File: src/rtl/sys_wdog_pkg.sv
package sys_wdog_pkg;
  localparam int TC_W = 16;
  localparam logic [TC_W-1:0] KEY_FIRST  = 16'h556C;
  localparam logic [TC_W-1:0] KEY_SECOND = 16'hAA39;
  localparam int CTRL_WORD = 1;
  localparam int CNT_WORD  = 2;
  localparam int SVC_WORD  = 3;
  localparam int STAT_WORD = 4;

  typedef enum logic {SVC_IDLE, SVC_ARMED} svc_state_e;

  typedef struct packed {
    logic [TC_W-1:0] tc;
    logic            frz;
    logic            en;
    logic            mode;
    logic            pre;
  } ctrl_t;
endpackage

File: src/rtl/sys_wdog_regs.sv
module sys_wdog_regs
  import sys_wdog_pkg::*;
#(
  parameter logic EN_RST = 1'b0
) (
  input  logic        clk,
  input  logic        rst,
  input  logic        wr_ctrl,
  input  logic [3:0]  be,
  input  logic [31:0] wdata,
  output ctrl_t       ctrl,
  output logic        locked,
  output logic        load_pulse
);
  always_ff @(posedge clk) begin
    if (rst) begin
      ctrl.tc    <= '1;
      ctrl.frz   <= 1'b0;
      ctrl.en    <= EN_RST;
      ctrl.mode  <= 1'b1;
      ctrl.pre   <= 1'b1;
      locked     <= 1'b0;
      load_pulse <= 1'b0;
    end else begin
      load_pulse <= 1'b0;
      if (wr_ctrl) begin
        if (!locked) begin
          if (be[3]) ctrl.tc[15:8] <= wdata[31:24];
          if (be[2]) ctrl.tc[7:0]  <= wdata[23:16];
          if (be[0]) begin
            ctrl.en   <= wdata[2];
            ctrl.mode <= wdata[1];
          end
          locked     <= 1'b1;
          load_pulse <= 1'b1;
        end
        if (be[0]) begin
          ctrl.frz <= wdata[3];
          ctrl.pre <= wdata[0];
        end
      end
    end
  end
endmodule

File: src/rtl/sys_wdog_svc.sv
module sys_wdog_svc
  import sys_wdog_pkg::*;
(
  input  logic            clk,
  input  logic            rst,
  input  logic            wr_svc,
  input  logic [TC_W-1:0] key,
  output logic            svc_reload
);
  svc_state_e state;

  assign svc_reload = wr_svc && (state == SVC_ARMED) && (key == KEY_SECOND);

  always_ff @(posedge clk) begin
    if (rst) begin
      state <= SVC_IDLE;
    end else if (wr_svc) begin
      if (state == SVC_IDLE && key == KEY_FIRST) state <= SVC_ARMED;
      else                                       state <= SVC_IDLE;
    end
  end
endmodule

File: src/rtl/sys_wdog_cnt.sv
module sys_wdog_cnt
  import sys_wdog_pkg::*;
#(
  parameter int PRE_DIV = 65536
) (
  input  logic            clk,
  input  logic            rst,
  input  logic            en,
  input  logic            pre_en,
  input  logic            frz,
  input  logic            dbg_halt,
  input  logic            mode,
  input  logic            load,
  input  logic            svc_reload,
  input  logic [TC_W-1:0] tc,
  output logic [TC_W-1:0] cnt,
  output logic            rst_req,
  output logic            irq
);
  logic frozen, reload, wrap, tick, expire;

  assign frozen = frz && dbg_halt;
  assign reload = load || svc_reload;

  generate
    if (PRE_DIV > 1) begin : g_pre
      localparam int PRE_W = $clog2(PRE_DIV);
      logic [PRE_W-1:0] pre_cnt;
      assign wrap = (pre_cnt == PRE_W'(PRE_DIV - 1));
      always_ff @(posedge clk) begin
        if (rst || reload || !en)  pre_cnt <= '0;
        else if (pre_en && !frozen) pre_cnt <= wrap ? '0 : pre_cnt + 1'b1;
      end
    end else begin : g_nopre
      assign wrap = 1'b1;
    end
  endgenerate

  assign tick   = en && !frozen && !reload && (!pre_en || wrap);
  assign expire = tick && (cnt == '0);

  always_ff @(posedge clk) begin
    if (rst) begin
      cnt     <= '1;
      rst_req <= 1'b0;
      irq     <= 1'b0;
    end else begin
      rst_req <= expire && mode;
      if (reload || !en || expire) cnt <= tc;
      else if (tick)               cnt <= cnt - 1'b1;
      if (svc_reload)              irq <= 1'b0;
      else if (expire && !mode)    irq <= 1'b1;
    end
  end
endmodule

File: src/rtl/sys_wdog.sv
module sys_wdog
  import sys_wdog_pkg::*;
#(
  parameter int   ADDR_W  = 5,
  parameter int   PRE_DIV = 65536,
  parameter logic EN_RST  = 1'b0
) (
  input  logic              clk,
  input  logic              rst,
  input  logic [ADDR_W-1:0] bus_addr,
  input  logic              bus_we,
  input  logic [3:0]        bus_be,
  input  logic [31:0]       bus_wdata,
  output logic [31:0]       bus_rdata,
  input  logic              dbg_halt,
  output logic              wd_rst_req,
  output logic              wd_irq
);
  localparam int WORD_W = ADDR_W - 2;

  logic [WORD_W-1:0] word;
  logic              wr_ctrl, wr_svc, wr_stat;
  ctrl_t             ctrl;
  logic              ctrl_locked, load_pulse, svc_reload, stat_flag;
  logic [TC_W-1:0]   cnt_val, ctrl_tc;
  logic              ctrl_en, ctrl_mode, ctrl_frz, ctrl_pre;
  logic              unused_bits;

  assign word        = bus_addr[ADDR_W-1:2];
  assign wr_ctrl     = bus_we && (word == WORD_W'(CTRL_WORD));
  assign wr_svc      = bus_we && (word == WORD_W'(SVC_WORD)) && (&bus_be[3:2]);
  assign wr_stat     = bus_we && (word == WORD_W'(STAT_WORD)) && bus_be[0] && bus_wdata[0];
  assign unused_bits = ^{bus_addr[1:0], bus_be[1], bus_wdata[15:4]};

  assign ctrl_tc   = ctrl.tc;
  assign ctrl_en   = ctrl.en;
  assign ctrl_mode = ctrl.mode;
  assign ctrl_frz  = ctrl.frz;
  assign ctrl_pre  = ctrl.pre;

  sys_wdog_regs #(.EN_RST(EN_RST)) regs_i (
    .clk(clk), .rst(rst), .wr_ctrl(wr_ctrl), .be(bus_be), .wdata(bus_wdata),
    .ctrl(ctrl), .locked(ctrl_locked), .load_pulse(load_pulse)
  );

  sys_wdog_svc svc_i (
    .clk(clk), .rst(rst), .wr_svc(wr_svc), .key(bus_wdata[31:16]),
    .svc_reload(svc_reload)
  );

  sys_wdog_cnt #(.PRE_DIV(PRE_DIV)) cnt_i (
    .clk(clk), .rst(rst), .en(ctrl_en), .pre_en(ctrl_pre), .frz(ctrl_frz),
    .dbg_halt(dbg_halt), .mode(ctrl_mode), .load(load_pulse),
    .svc_reload(svc_reload), .tc(ctrl_tc), .cnt(cnt_val),
    .rst_req(wd_rst_req), .irq(wd_irq)
  );

  always_ff @(posedge clk) begin
    if (rst)             stat_flag <= 1'b0;
    else if (wd_rst_req) stat_flag <= 1'b1;
    else if (wr_stat)    stat_flag <= 1'b0;
  end

  always_ff @(posedge clk) begin
    if (rst) begin
      bus_rdata <= '0;
    end else begin
      bus_rdata <= '0;
      if (word == WORD_W'(CTRL_WORD))
        bus_rdata <= {ctrl_tc, 12'h000, ctrl_frz, ctrl_en, ctrl_mode, ctrl_pre};
      else if (word == WORD_W'(CNT_WORD))
        bus_rdata <= {16'h0000, cnt_val};
      else if (word == WORD_W'(STAT_WORD))
        bus_rdata <= {31'h0, stat_flag};
    end
  end
endmodule

File: config.mk
export PLATFORM = sky130hd
export DESIGN_NAME = sys_wdog
export DESIGN_NICKNAME = d
export VERILOG_FILES = /design/src/rtl/sys_wdog_pkg.sv /design/src/rtl/sys_wdog_regs.sv /design/src/rtl/sys_wdog_svc.sv /design/src/rtl/sys_wdog_cnt.sv /design/src/rtl/sys_wdog.sv
export SDC_FILE = /design/constraint.sdc
export NUM_CORES = 1
export LEC_CHECK = 0
export CAP_MARGIN = 20
export CORE_ASPECT_RATIO = 0.8
export CORE_MARGIN = 1.5
export CORE_UTILIZATION = 39
export CTS_BUF_LIST = sky130_fd_sc_hd__clkbuf_8
export CTS_CLUSTER_DIAMETER = 80
export DETAILED_ROUTE_END_ITERATION = 7
export PLACE_DENSITY = 0.62
export SETUP_SLACK_MARGIN = 0.05
export SLEW_MARGIN = 20
export SYNTH_ARGS = -nofsm -noshare
export SYNTH_HDL_FRONTEND = slang
export SYNTH_SLANG_ARGS = --single-unit
File: constraint.sdc
create_clock -name clk -period 5.4 [get_ports clk]
set_clock_uncertainty 0.05 [all_clocks]
set_input_delay 1.08 -clock clk [delete_from_list [all_inputs] [get_ports clk]]
set_output_delay 1.08 -clock clk [all_outputs]
set_load 0.03 [all_outputs]
==> results.toml <==
[timing]
tightest_slew_ns = 0.902
hold_ws_ns = 0.426
setup_tns_ns = 0
setup_violations = 0
setup_ws_ns = 2.09
fin_crit_sh_pct = 61.2
finalMaxSlewViolations = 0
max_freq_mhz = 302
rsz0062_at_grt = "false"
timing.max_slew.rel_slack_pct = 39.7
final_hold_viol_count = 0
period_needed_ns = 3.31

[layout]
final_common_cell = "dfxtp_1"
fillers = 937
ff_latch_area_sq_um = 1800
multiInputGateArea_sq_um = 1950
finalNetCount = 537
area_growth_pct = 23.8
n_antenna_cell = 0
layout_common_cells = "dfxtp_1 (90), clkdlybuf4s50_1 (63), nor2_1 (55)"
finish.cell_count_without_fillers = 629
drive_above_1_share_pct = 5.88

[status]
outcome = "completed"

[job]
maxCapViolations = 0

[clock_network]
cts_htree_levels = 3
cts_buffers = 9
max-clock-path-buffers = 2
cts_resized = 0
root_buffer = "clkbuf_8"
path_clk_slew_ns = 0.08
cts_setup_buffers = 0
hold_buffers = 0
cts_tree = "done"
clk_latency_ns = 0.37
cts.sinks = 90

[synth]
netlist_area_sq_um = 3860
yosysWarnings = 0
syn-instance-count = 430
yosys_register_bits = 90
synth_edf_count = 0
synthArstFlopShare_pct = 0
syn_area_per_cell_sq_um = 8.98
yosysSeqAreaShare_pct = 46.6
synth_ff_type = "dfxtp_1"
syn_nets = 478
synth.distinct_cells = 56

[route]
drt-initial-drc-count = 183
vias = 3208
routedWlPerCell_um = 14.8
viasPerCell = 5.10
drc = 0
drt_pass1_iterations = 5
wirelength_um = 9300
ant_nets = 0

[pwr]
seqPwrFrac_pct = 55.7
p_leak_nw = 1.77
switching_share_pct = 23.1
comb_power_share_pct = 8.0
internal_power_mw = 0.942
power.total_mw = 1.23
irDropWorstVdd_mv = 0.280
pwr-share-clk_pct = 36.3
p_per_area_nw_per_um2 = 256
power_switching_mw = 0.284

[floorplan]
fp.dieArea_sq_um = 10500
start_util_pct = 40.0
num_rows = 32
core_sq_um = 9650
dieWidth_um = 114
die_h_um = 92.0
io_pins = 79

[critical_path]
cp.arrival_ns = 3.47
cp-end-kind = "flop"
critPathLaunchType = "primary input"
worstSetupPathType = "primary input to flop"
crit_path_max_fanout = 10
required_ns = 5.56

[placed_design]
routabilityCongestion = 0.844
numPortBuffers = 63
dp_cells = 614
hpwl_um = 6710
post-place-ws_ns = 1.72

[global_routing]
grt_first_pass_wirelength_um = 15800
overflow = 0
grt_start_max_net_pins = 28
grt_usage_pct = 19.4
antenna_found_initial = 0
grt_pass1_vias = 3164

[min_path]
hold_class = "flop to flop"
==> cells in the mapped netlist (8+ instances only) <==
master     n  share of area [%]
clkbuf_1  11                1.1
nand2_1   51                5.0
o21ai_1    9                1.2
mux2i_1   12                3.1
nor3_1    10                1.3
xnor2_1    8                1.8
nand3_1   26                3.4
and2_1    28                4.5
a22oi_1   11                2.1
nor2_1    55                5.3
dfxtp_1   90                 47
nand3b_1  16                3.1
a21oi_1   11                1.4
==> critical path: stages <==
cell             delay [ns]
clkdlybuf4s50_1        0.70
and4_1                 0.27
nand3_1                0.17
o21ai_2                0.36
a21oi_1                0.23
nor2_2                 0.48
a22oi_1                0.18
==> per-stage QoR <==
step	area (sq um)	util (%)
2_1_floorplan	3860	-
3_3_place_gp	4600	47.6
3_5_place_dp	4600	47.6
4_1_cts	4780	49.6
5_1_grt	4780	49.6
6_report	4780	49.6
==> power groups by stage <==
stage / logic (mW) / clock network, mW / registers [mW]
after floorplan: 0.0368 / 0 / 0.710
after global placement: 0.0972 / 0 / 0.698
after detailed placement: 0.0976 / 0 / 0.698
after CTS: 0.0984 / 0.461 / 0.683
after global routing: 0.106 / 0.486 / 0.685
final: 0.0980 / 0.445 / 0.683
==> state kept, by name, indices dropped and copies added, names as in the netlist <==
signal	count
cnt_i.irq	1
svc_i.state	1
stat_flag	1
cnt_i.cnt	16
cnt_i.g_pre.pre_cnt	16
regs_i.load_pulse	1
regs_i.ctrl	20
bus_rdata	32
cnt_i.rst_req	1
regs_i.locked	1
==> layout make-up <==
class | instances | area share [%]
multi-input cells | 316 | 40.8
well taps | 136 | 3.56
inverters | 6 | 0.471
repair buffers | 66 | 13.7
flip-flops and latches | 90 | 37.7
clock buffers | 10 | 2.88
clock inverters | 5 | 0.994
==> layer usage <==
layer / vias to the layer above / track usage, % / wire (um)
met3: 15 / 6.15 / 591
li1: 1610 / - / -
met4: 0 / 7.08 / 196
met1: 1501 / 26.7 / 4410
met2: 82 / 28.4 / 4100
met5: - / 0 / 0
==> path summary, 6_finish.rpt <==
path,start,end,slack (ns),cells past startpoint
min reg2reg,svc_i.state,svc_i.state,0.43,2
min,svc_i.state,svc_i.state,0.43,2
max,bus_be[3],cnt_i.cnt[8],2.09,7
max reg2reg,cnt_i.g_pre.pre_cnt[0],cnt_i.cnt[8],2.98,7
==> kinds of logic after synthesis <==
| logic type | synth area share (%) |
|---|---|
| multiplexers | 4.47 |
| flip-flops | 46.6 |
| XOR/XNOR | 3.17 |
| AND/OR/NAND/NOR | 32.9 |
| adder cells (fa/ha/maj) | 0.972 |
| buffers and inverters | 2.88 |
| AO/OA/AOI/OAI | 8.91 |
Power figures use the tool's default switching activity.
